$ cat config.mk
export PLATFORM = sky130hd
export DESIGN_NAME = pix_depth_reducer
export DESIGN_NICKNAME = d
export VERILOG_FILES = /design/src/rtl/pix_dith_pkg.sv /design/src/rtl/pix_ctrl_decode.sv /design/src/rtl/pix_lfsr.sv /design/src/rtl/pix_frame_seq.sv /design/src/rtl/pix_chan_reduce.sv /design/src/rtl/pix_depth_reducer.sv
export SDC_FILE = /design/constraint.sdc
export NUM_CORES = 1
export LEC_CHECK = 0
export BUFFER_PORTS_ARGS = -buffer_cell sky130_fd_sc_hd__buf_2
export CELL_PAD_IN_SITES_DETAIL_PLACEMENT = 1
export CELL_PAD_IN_SITES_GLOBAL_PLACEMENT = 1
export CORE_UTILIZATION = 30
export CTS_BUF_LIST = sky130_fd_sc_hd__clkbuf_8
export DETAILED_ROUTE_END_ITERATION = 8
export PLACE_DENSITY = 0.59
export SETUP_SLACK_MARGIN = 0.2
export SYNTH_ARGS = -nofsm -noshare
export SYNTH_HDL_FRONTEND = slang
export SYNTH_SLANG_ARGS = --single-unit
$ cat constraint.sdc
create_clock -name clk_i -period 2.6 [get_ports clk_i]
set_input_delay 0.78 -clock clk_i [delete_from_list [all_inputs] [get_ports clk_i]]
set_output_delay 0.78 -clock clk_i [all_outputs]
set_load 0.05 [all_outputs]
$ cat src/rtl/pix_dith_pkg.sv
package pix_dith_pkg;
  localparam int LFSR_W      = 28;
  localparam int TAP_SHARED  = 3;
  localparam int TAP_GREEN   = 9;
  localparam int TAP_BLUE    = 13;
  localparam int FRM_CNT_W   = 4;
  localparam int FRM_CNT_MAX = 15;
  localparam int NUM_CH      = 3;

  typedef struct packed {
    logic       frm_rand;
    logic       rgb_rand;
    logic [1:0] dith_depth;
    logic       dith_en;
    logic [1:0] trunc_depth;
    logic       trunc_en;
  } ctrl_t;

  typedef struct packed {
    logic trunc_act;
    logic dith_act;
    logic wide;
  } mode_t;

  function automatic logic [FRM_CNT_W-1:0] bit_rev(input logic [FRM_CNT_W-1:0] v);
    logic [FRM_CNT_W-1:0] r;
    for (int i = 0; i < FRM_CNT_W; i++) r[i] = v[FRM_CNT_W-1-i];
    return r;
  endfunction
endpackage

$ cat src/rtl/pix_ctrl_decode.sv
module pix_ctrl_decode
  import pix_dith_pkg::*;
(
  input  ctrl_t ctrl_i,
  output mode_t mode_o
);
  logic dith_ok, trunc_ok;

  // depth codes 2 and 3 are rejected: the function stays off
  assign dith_ok  = ctrl_i.dith_en  && !ctrl_i.dith_depth[1];
  assign trunc_ok = ctrl_i.trunc_en && !ctrl_i.trunc_depth[1];

  always_comb begin
    mode_o.dith_act  = dith_ok;
    mode_o.trunc_act = trunc_ok;
    mode_o.wide      = dith_ok ? ctrl_i.dith_depth[0] : ctrl_i.trunc_depth[0];
  end
endmodule

$ cat src/rtl/pix_lfsr.sv
module pix_lfsr #(
  parameter int W     = 28,
  parameter int TAP_A = 3,
  parameter int TAP_B = 3
) (
  input  logic         clk_i,
  input  logic         rst_ni,
  input  logic         load_i,
  input  logic [W-1:0] load_val_i,
  input  logic         step_i,
  input  logic         alt_i,
  output logic [W-1:0] state_o
);
  logic fb;

  assign fb = state_o[W-1] ^ (alt_i ? state_o[TAP_B-1] : state_o[TAP_A-1]);

  always_ff @(posedge clk_i or negedge rst_ni) begin
    if (!rst_ni)     state_o <= '0;
    else if (load_i) state_o <= load_val_i;
    else if (step_i) state_o <= {state_o[W-2:0], fb};
  end

  a_r4_seed_load: assert property (@(posedge clk_i) disable iff (!rst_ni)
    load_i |=> state_o == $past(load_val_i));

  a_r5_hold: assert property (@(posedge clk_i) disable iff (!rst_ni)
    (!load_i && !step_i) |=> $stable(state_o));

  a_r5_shift: assert property (@(posedge clk_i) disable iff (!rst_ni)
    (!load_i && step_i) |=> state_o[W-1:1] == $past(state_o[W-2:0]));
endmodule

$ cat src/rtl/pix_frame_seq.sv
module pix_frame_seq
  import pix_dith_pkg::*;
(
  input  logic                 clk_i,
  input  logic                 rst_ni,
  input  logic                 act_i,
  input  logic                 frame_start_i,
  output logic                 reseed_o,
  output logic [FRM_CNT_W-1:0] cnt_o
);
  localparam logic [FRM_CNT_W-1:0] CNT_MAX = FRM_CNT_W'(FRM_CNT_MAX);

  assign reseed_o = act_i && frame_start_i;

  always_ff @(posedge clk_i or negedge rst_ni) begin
    if (!rst_ni)       cnt_o <= '0;
    else if (!act_i)   cnt_o <= '0;
    else if (reseed_o) cnt_o <= (cnt_o == CNT_MAX) ? '0 : cnt_o + 1'b1;
  end

  a_r10_cnt_clear: assert property (@(posedge clk_i) disable iff (!rst_ni)
    !act_i |=> cnt_o == '0);

  a_r10_cnt_wrap: assert property (@(posedge clk_i) disable iff (!rst_ni)
    (reseed_o && cnt_o == CNT_MAX) |=> cnt_o == '0);
endmodule

$ cat src/rtl/pix_chan_reduce.sv
module pix_chan_reduce
  import pix_dith_pkg::*;
#(
  parameter int IN_W = 10
) (
  input  logic            clk_i,
  input  logic            rst_ni,
  input  logic            valid_i,
  input  mode_t           mode_i,
  input  logic [IN_W-1:0] x_i,
  input  logic [IN_W-1:0] rnd_i,
  output logic [IN_W-1:0] y_o
);
  localparam int DROP_N = IN_W - 6;
  localparam int DROP_W = IN_W - 8;
  localparam logic [IN_W-1:0] MASK_N = {{(IN_W-DROP_N){1'b0}}, {DROP_N{1'b1}}};
  localparam logic [IN_W-1:0] MASK_W = {{(IN_W-DROP_W){1'b0}}, {DROP_W{1'b1}}};

  logic [IN_W-1:0] mask, addend, sat;
  logic [IN_W:0]   sum;

  always_comb begin
    if (mode_i.dith_act || mode_i.trunc_act) mask = mode_i.wide ? MASK_W : MASK_N;
    else                                     mask = '0;
    addend = mode_i.dith_act ? (rnd_i & mask) : '0;
    sum    = {1'b0, x_i} + {1'b0, addend};
    sat    = sum[IN_W] ? '1 : sum[IN_W-1:0];
  end

  always_ff @(posedge clk_i or negedge rst_ni) begin
    if (!rst_ni)      y_o <= '0;
    else if (valid_i) y_o <= sat & ~mask;
  end

  a_r7_no_wrap: assert property (@(posedge clk_i) disable iff (!rst_ni)
    (valid_i && mode_i.dith_act) |=> y_o >= ($past(x_i) & ~$past(mask)));

  a_r3_low_zero: assert property (@(posedge clk_i) disable iff (!rst_ni)
    (valid_i && mode_i.trunc_act && !mode_i.dith_act) |=> (y_o & $past(mask)) == '0);
endmodule

$ cat src/rtl/pix_depth_reducer.sv
module pix_depth_reducer
  import pix_dith_pkg::*;
#(
  parameter int IN_W = 10
) (
  input  logic                 clk_i,
  input  logic                 rst_ni,
  input  logic [7:0]           ctrl_i,
  input  logic [LFSR_W-1:0]    seed_r_i,
  input  logic [LFSR_W-1:0]    seed_g_i,
  input  logic [LFSR_W-1:0]    seed_b_i,
  input  logic                 frame_start_i,
  input  logic                 valid_i,
  input  logic [3*IN_W-1:0]    pix_i,
  output logic                 valid_o,
  output logic [3*IN_W-1:0]    pix_o
);
  localparam int CNT_SHIFT = LFSR_W - FRM_CNT_W;

  ctrl_t                ctrl;
  mode_t                mode;
  logic                 reseed;
  logic [FRM_CNT_W-1:0] frm_cnt;
  logic [LFSR_W-1:0]    seed_a [NUM_CH];
  logic [LFSR_W-1:0]    mix;

  assign ctrl      = ctrl_t'(ctrl_i);
  assign seed_a[0] = seed_r_i;
  assign seed_a[1] = seed_g_i;
  assign seed_a[2] = seed_b_i;
  assign mix       = reseed ? {bit_rev(frm_cnt), {CNT_SHIFT{1'b0}}} : '0;

  pix_ctrl_decode u_dec (.ctrl_i(ctrl), .mode_o(mode));

  pix_frame_seq u_frm (
    .clk_i, .rst_ni,
    .act_i        (mode.dith_act && ctrl.frm_rand),
    .frame_start_i,
    .reseed_o     (reseed),
    .cnt_o        (frm_cnt)
  );

  for (genvar c = 0; c < NUM_CH; c++) begin : g_ch
    localparam int ALT_TAP = (c == 0) ? TAP_SHARED : (c == 1) ? TAP_GREEN : TAP_BLUE;
    logic [LFSR_W-1:0] st;
    logic [IN_W-1:0]   y;

    pix_lfsr #(.W(LFSR_W), .TAP_A(TAP_SHARED), .TAP_B(ALT_TAP)) u_lfsr (
      .clk_i, .rst_ni,
      .load_i     (!mode.dith_act || reseed),
      .load_val_i (seed_a[c] ^ mix),
      .step_i     (mode.dith_act && valid_i),
      .alt_i      (ctrl.rgb_rand),
      .state_o    (st)
    );

    pix_chan_reduce #(.IN_W(IN_W)) u_red (
      .clk_i, .rst_ni,
      .valid_i,
      .mode_i (mode),
      .x_i    (pix_i[(NUM_CH-c)*IN_W-1 -: IN_W]),
      .rnd_i  (st[IN_W-1:0]),
      .y_o    (y)
    );

    assign pix_o[(NUM_CH-c)*IN_W-1 -: IN_W] = y;
  end

  always_ff @(posedge clk_i or negedge rst_ni) begin
    if (!rst_ni) valid_o <= 1'b0;
    else         valid_o <= valid_i;
  end

  a_r1_valid_delay: assert property (@(posedge clk_i) disable iff (!rst_ni)
    valid_i |=> valid_o);

  a_r1_no_spurious: assert property (@(posedge clk_i) disable iff (!rst_ni)
    !valid_i |=> (!valid_o && $stable(pix_o)));

  a_r8_bypass: assert property (@(posedge clk_i) disable iff (!rst_ni)
    (valid_i && !mode.dith_act && !mode.trunc_act) |=> pix_o == $past(pix_i));
endmodule

Word-level counts from Yosys, hierarchy flattened
Index checks and enable logic that the tools add are counted.
{ "totals": {"register_bits": 119, "latch_bits": 0, "ramBits": 0, "rom_bits": 0, "output_inout_bits": 31, "n_memories": 0} }
{ "classes": {"addsub": 4, "mul": 0, "div_mod_pow": 0, "n_lt_le_gt_ge": 0, "n_eq_ne": 2, "shift": 0, "n_mux": 21, "n_bitwise": 13, "n_reduce_logical": 11} }
{ "ops": {"columns": ["op", "count"], "rows": [
  ["two-way mux 28 bit", 7],
  ["bitwise XOR 28 bit", 3],
  ["two-way mux 10 bit", 7],
  ["bitwise AND 10 bit", 6],
  ["adder 10 x 10 -> 11 bit", 3],
  ["two-way mux 4 bit", 4],
  ["NOT 10 bit", 1],
  ["logical AND 1 bit", 5],
  ["adder 4 x 1 -> 4 bit (second input constant)", 1],
  ["equality test 4 bit (second input constant)", 1],
  ["zero test 1 bit", 3],
  ["two-way mux 1 bit", 3],
  ["bitwise XOR 1 bit", 3],
  ["logical OR 1 bit", 2],
  ["!= test 2 bit (second input constant)", 1],
  ["nonzero test 2 bit", 1]
]} }

Longest topological paths before layout
{ "logic_depth": {"ltp_word": 10, "depth_mapped": 8, "mapped_depth_nobuf": 8} }

By module
From an unflattened synthesis, not the netlist that was laid out.
{ "unflattened": {"cells_unflattened": 665, "area_unflattened_um2": 6717.7} }
{ "modules_own_cells": {"columns": ["mod", "n_inst", "cells_each", "area_each_um2", "seq_area_each_um2"], "rows": [
  ["pix_lfsr at g_ch[1].u_lfsr ...", 2, 126, 1373.8, 700.7],
  ["pix_chan_reduce at g_ch[1].u_red ...", 2, 82, 740.7, 250.2],
  ["pix_lfsr at g_ch[0].u_lfsr", 1, 123, 1310.0, 700.7],
  ["pix_chan_reduce at g_ch[0].u_red", 1, 82, 753.2, 250.2],
  ["pix_frame_seq", 1, 19, 211.5, 100.1],
  ["pix_depth_reducer", 1, 20, 163.9, 25.0],
  ["pix_ctrl_decode", 1, 5, 50.0, 0.0]
]} }

Worst setup path after synthesis
Ideal clock, no wire load.
{ "synth_path": {"path_type": "input -> register", "start": "in ctrl_i[3]", "end": "reg g_ch[0].u_red.y_o[7]", "arrival_time_ns": 2.521, "required_time_ns": 2.475, "path_slack_ns": -0.047, "cell_stages": 8, "n_path_buf": 0, "path_cell_list": "nor2b_1 -> and2_1 -> ha_1 -> fa_1 -> a211oi_2 -> or3_4 -> and4_4 -> o31ai_2"} }
{ "synth_between": {"elab_chain_cells": 9, "word_cells_on_any_way": 10} }
{ "synth_lines": {"columns": ["item", "line_no", "source"], "rows": [
  ["from (decl)", "pix_depth_reducer.sv:8", "input logic [7:0] ctrl_i,"],
  ["logical AND 1 bit *", "pix_ctrl_decode.sv:10", "assign dith_ok = ctrl_i.dith_en && !ctrl_i.dith_depth[1];"],
  ["two-way mux 1 bit", "pix_ctrl_decode.sv:16", "mode_o.wide = dith_ok ? ctrl_i.dith_depth[0] : ctrl_i.trunc_depth[0];"],
  ["two-way mux 4 bit", "pix_chan_reduce.sv:23", "if (mode_i.dith_act || mode_i.trunc_act) mask = mode_i.wide ? MASK_W : MASK_N;"],
  ["two-way mux 10 bit", "pix_chan_reduce.sv:23", null],
  ["bitwise AND 10 bit", "pix_chan_reduce.sv:25", "addend = mode_i.dith_act ? (rnd_i & mask) : '0;"],
  ["two-way mux 10 bit *", "pix_chan_reduce.sv:25", null],
  ["adder 10 x 10 -> 11 bit *", "pix_chan_reduce.sv:26", "sum = {1'b0, x_i} + {1'b0, addend};"],
  ["two-way mux 10 bit *", "pix_chan_reduce.sv:27", "sat = sum[IN_W] ? '1 : sum[IN_W-1:0];"],
  ["bitwise AND 10 bit *", "pix_chan_reduce.sv:32", "else if (valid_i) y_o <= sat & ~mask;"],
  ["to (signal assigned)", "pix_chan_reduce.sv:32", null],
  ["to (decl)", "pix_chan_reduce.sv:12", "output logic [IN_W-1:0] y_o"]
]} }
Mark *: on every way between the ends. The rest lies on a longest branch, timed or not.
A chain may end at the register's enable or synchronous reset.

Worst setup path in the final report
{ "layout_path": {"start": "in ctrl_i[5]", "end": "reg g_ch[2].u_red.y_o[9]"} }
{ "layout_between": {"elab_chain_cells": 10, "word_cells_on_any_way": 11} }
{ "layout_lines": {"columns": ["item", "line_no"], "rows": [
  ["zero test 1 bit *", "pix_ctrl_decode.sv:10"],
  ["logical AND 1 bit *", "pix_ctrl_decode.sv:10"],
  ["two-way mux 1 bit", "pix_ctrl_decode.sv:16"],
  ["two-way mux 4 bit", "pix_chan_reduce.sv:23"],
  ["two-way mux 10 bit", "pix_chan_reduce.sv:23"],
  ["bitwise AND 10 bit", "pix_chan_reduce.sv:25"],
  ["two-way mux 10 bit *", "pix_chan_reduce.sv:25"],
  ["adder 10 x 10 -> 11 bit *", "pix_chan_reduce.sv:26"],
  ["two-way mux 10 bit *", "pix_chan_reduce.sv:27"],
  ["bitwise AND 10 bit *", "pix_chan_reduce.sv:32"],
  ["to (signal assigned)", "pix_chan_reduce.sv:32"],
  ["to (decl)", "pix_chan_reduce.sv:12"]
]} }
Marks and branches as above.

==> results.cfg <==
[synth]
synth_area_sq_um = 6352
synth_edf_count = 0
yosysWarnings = 0
ys_seq_elements = 119
synth_area_per_cell_sq_um = 10.12
synth_flop_cell = dfrtp_1
ys_async_sr_fraction = 1.000
synth-seq-area-share = 0.4688
synth_cells = 628
synthDistinctLibCells = 56
syn-num-nets = 770

[global_routing]
grt_overflow = 0
grt_usage = 0.1694
grt_max_degree = 120
grt_pass1_vias = 5706
grt_pass1_wl_microns = 28930
antenna_found_initial = 4

[power]
p_leak_nw = 3.798
peakVddDrop_mv = 0.3013
power_mw = 4.921
power.density_nw_per_um2 = 601.5

[critical_path]
end_kind = flip-flop
worstReg2RegStart = g_ch[1].u_lfsr.state_o[0]
cp.buffers_inverters = 2
ff2ff_setup_slack_ns = 0.50
start_kind = primary input
crit_path_max_fanout = 5
crit_slowest_cell = ha_1
rr_endpoint = g_ch[1].u_red.y_o[9]
required_ns = 2.94
crit_type = primary input to flip-flop
r2r_cells = 7
worstPathArrival_ns = 2.64
crit_chain = buf_2 -> nand2b_1 -> nor2_4 -> buf_4 -> and2_1 -> ha_1 -> o21ai_1 -> o21bai_1 -> nand4_1 -> a221oi_1
max_stage_delay_ns = 0.34
critPathTopFamily = compound AO/OA/AOI/OAI gates

[clock_tree]
clk_latency_ns = 0.45
ctsHoldBuffers = 0
cts_inserted_buffers = 17
cts_tree = yes
clock_path_buffers = 2
post_cts_buffers = 0
cts-htree-levels = 4
cts_resized = 0
clock-sinks = 119
cts.clk_slew.worst_paths_ns = 0.07
cts-root-buf = clkbuf_8

[drt]
num_vias = 5324
final_antenna_net_count = 0
drc = 0
vias_per_cell = 4.871
drt-initial-drc-count = 153
wl_per_cell_microns = 16.16
drt_first_pass_iters = 6
wirelength_microns = 17660

[place]
gp_congestion = 0.8347
place_worst_setup_slack_ns = -0.2468
hpwl_microns = 13160
dpl_cell_area_sq_um = 7737
dp.cells = 1060
io_buffers = 156

[flow_run]
cap_violations = 0

[timing]
post-route-period-util = 0.8882
whs_ns = 0.4377
timing.final.ws_setup_ns = 0.2907
drv_slew = 0
grt_setup_unrepaired = yes
hold_viol = 0
tightest_slew_ns = 0.6576
final-setup-viol-count = 0
relSlewSlack = 0.5616
max_freq_ghz = 0.4330
fin_skew_ns = 0.009989
tns_ns = 0
period_minus_slack_ns = 2.309

[floorplan]
die_h_microns = 147.5
boundaryPins = 157
initial_core_util = 0.3100
die_width_microns = 147.5
rows = 52
die_area_sq_um = 21760
fp.coreArea_sq_um = 20490

[cells_and_area]
final_common_cell = buf_2
drive_gt1_frac = 0.3276
seq_area_sq_um = 2978
multiInputGateArea_sq_um = 3278
syn_to_final_growth_pct = 28.80
final_area_sq_um = 8182
nets = 951
fin_cells = 1093
fill_cells = 2398
final_core_util = 0.3992
final_cell_mix = 154 x buf_2, 119 x dfrtp_1, 92 x a21oi_1, 90 x nor2_1, 78 x mux2i_1

[outcome]
status = finished clean

[min_path]
min_path_type = primary input to asynchronous set/reset pin
==> layer usage <==
metal,part of all wire,vias to the layer above,global-route usage
met5,0.0018,-,0
met4,0.0092,4,0.04485
met3,0.054,16,0.04599
met2,0.49,124,0.2887
met1,0.45,2572,0.2107
li1,-,2608,-
==> state kept, by name, summed over array words and instances (netlist names) <==
register	count
g_ch.u_lfsr.state_o	84
g_ch.u_red.y_o	30
u_frm.cnt_o	4
valid_o	1
==> logic make-up (layout without fill, tap and decap cells) <==
| kind of cell | count (synthesis) | after routing | synth area share |
|---|---|---|---|
| DFF | 119 | 119 | 0.4688 |
| buffers and inverters | 36 | 229 | 0.02777 |
| adders and majority gates | 16 | 16 | 0.03506 |
| muxes | 91 | 91 | 0.1460 |
| xor gates and xnor gates | 25 | 25 | 0.03447 |
| AOI/OAI and AO/OA | 165 | 165 | 0.1595 |
| and+or+nand+nor | 176 | 176 | 0.1284 |
| other | 0 | 2 | 0 |
==> report_power, final <==
group	leakage (nW)	internal, mW	switching [mW]
clock network	0.211	0.991	0.789
registers	1.40	2.02	0.115
logic	2.19	0.397	0.606
total	3.80	3.41	1.51
==> synthesized netlist by cell type, types with 2 or more instances <==
cell / n / area [sq um]
a21oi_1: 93 / 465.5
mux2_2: 12 / 135.1
or3_1: 2 / 12.51
nor2_1: 92 / 345.3
nand4_1: 3 / 18.77
o2bb2ai_1: 12 / 105.1
clkbuf_1: 4 / 15.01
o21ai_1: 5 / 25.02
a211oi_1: 5 / 37.54
buf_2: 25 / 125.1
a21o_1: 2 / 15.01
nand2b_1: 4 / 25.02
xor2_1: 18 / 157.7
a31oi_1: 8 / 50.05
buf_1: 3 / 11.26
and4_4: 2 / 22.52
nand2_1: 36 / 135.1
o21ai_0: 17 / 85.08
mux2i_1: 78 / 780.8
or2_2: 2 / 12.51
nand3_1: 7 / 35.03
o31ai_2: 2 / 25.02
and3_1: 3 / 18.77
fa_1: 3 / 60.06
a211oi_2: 2 / 25.02
o31ai_1: 4 / 30.03
o21bai_1: 3 / 22.52
dfrtp_1: 119 / 2978
or3_4: 2 / 22.52
a2bb2oi_1: 2 / 17.52
inv_1: 2 / 7.510
and2_1: 12 / 75.07
ha_1: 13 / 162.7
xnor2_1: 7 / 61.31
nor3_1: 3 / 15.01
==> area by class of cell <==
type	instances	area share
inverter	2	0.0009176
multi-input combinational	473	0.4007
sequential	119	0.3640
timing repair buffer	196	0.1419
antenna	2	0.0006117
tap	270	0.04129
clock buffer	19	0.03196
clock inverter	12	0.01866
==> how the worst max path moves through the flow <==
| stage | to | slack (ns) | cells past startpoint | startpoint |
|---|---|---|---|---|
| final | g_ch[2].u_red.y_o[9] | 0.29 | 10 | ctrl_i[5] |
| after global routing | g_ch[2].u_red.y_o[9] | 0.17 | 10 | ctrl_i[5] |
| after CTS | g_ch[2].u_red.y_o[7] | 0.23 | 10 | ctrl_i[5] |
| after detailed placement | g_ch[2].u_red.y_o[7] | -0.25 | 10 | ctrl_i[5] |
| after global placement | g_ch[1].u_red.y_o[9] | -0.15 | 9 | ctrl_i[5] |
| after floorplan | g_ch[1].u_red.y_o[9] | 0.1 | 8 | ctrl_i[3] |
(Power assumes the default switching activity.)
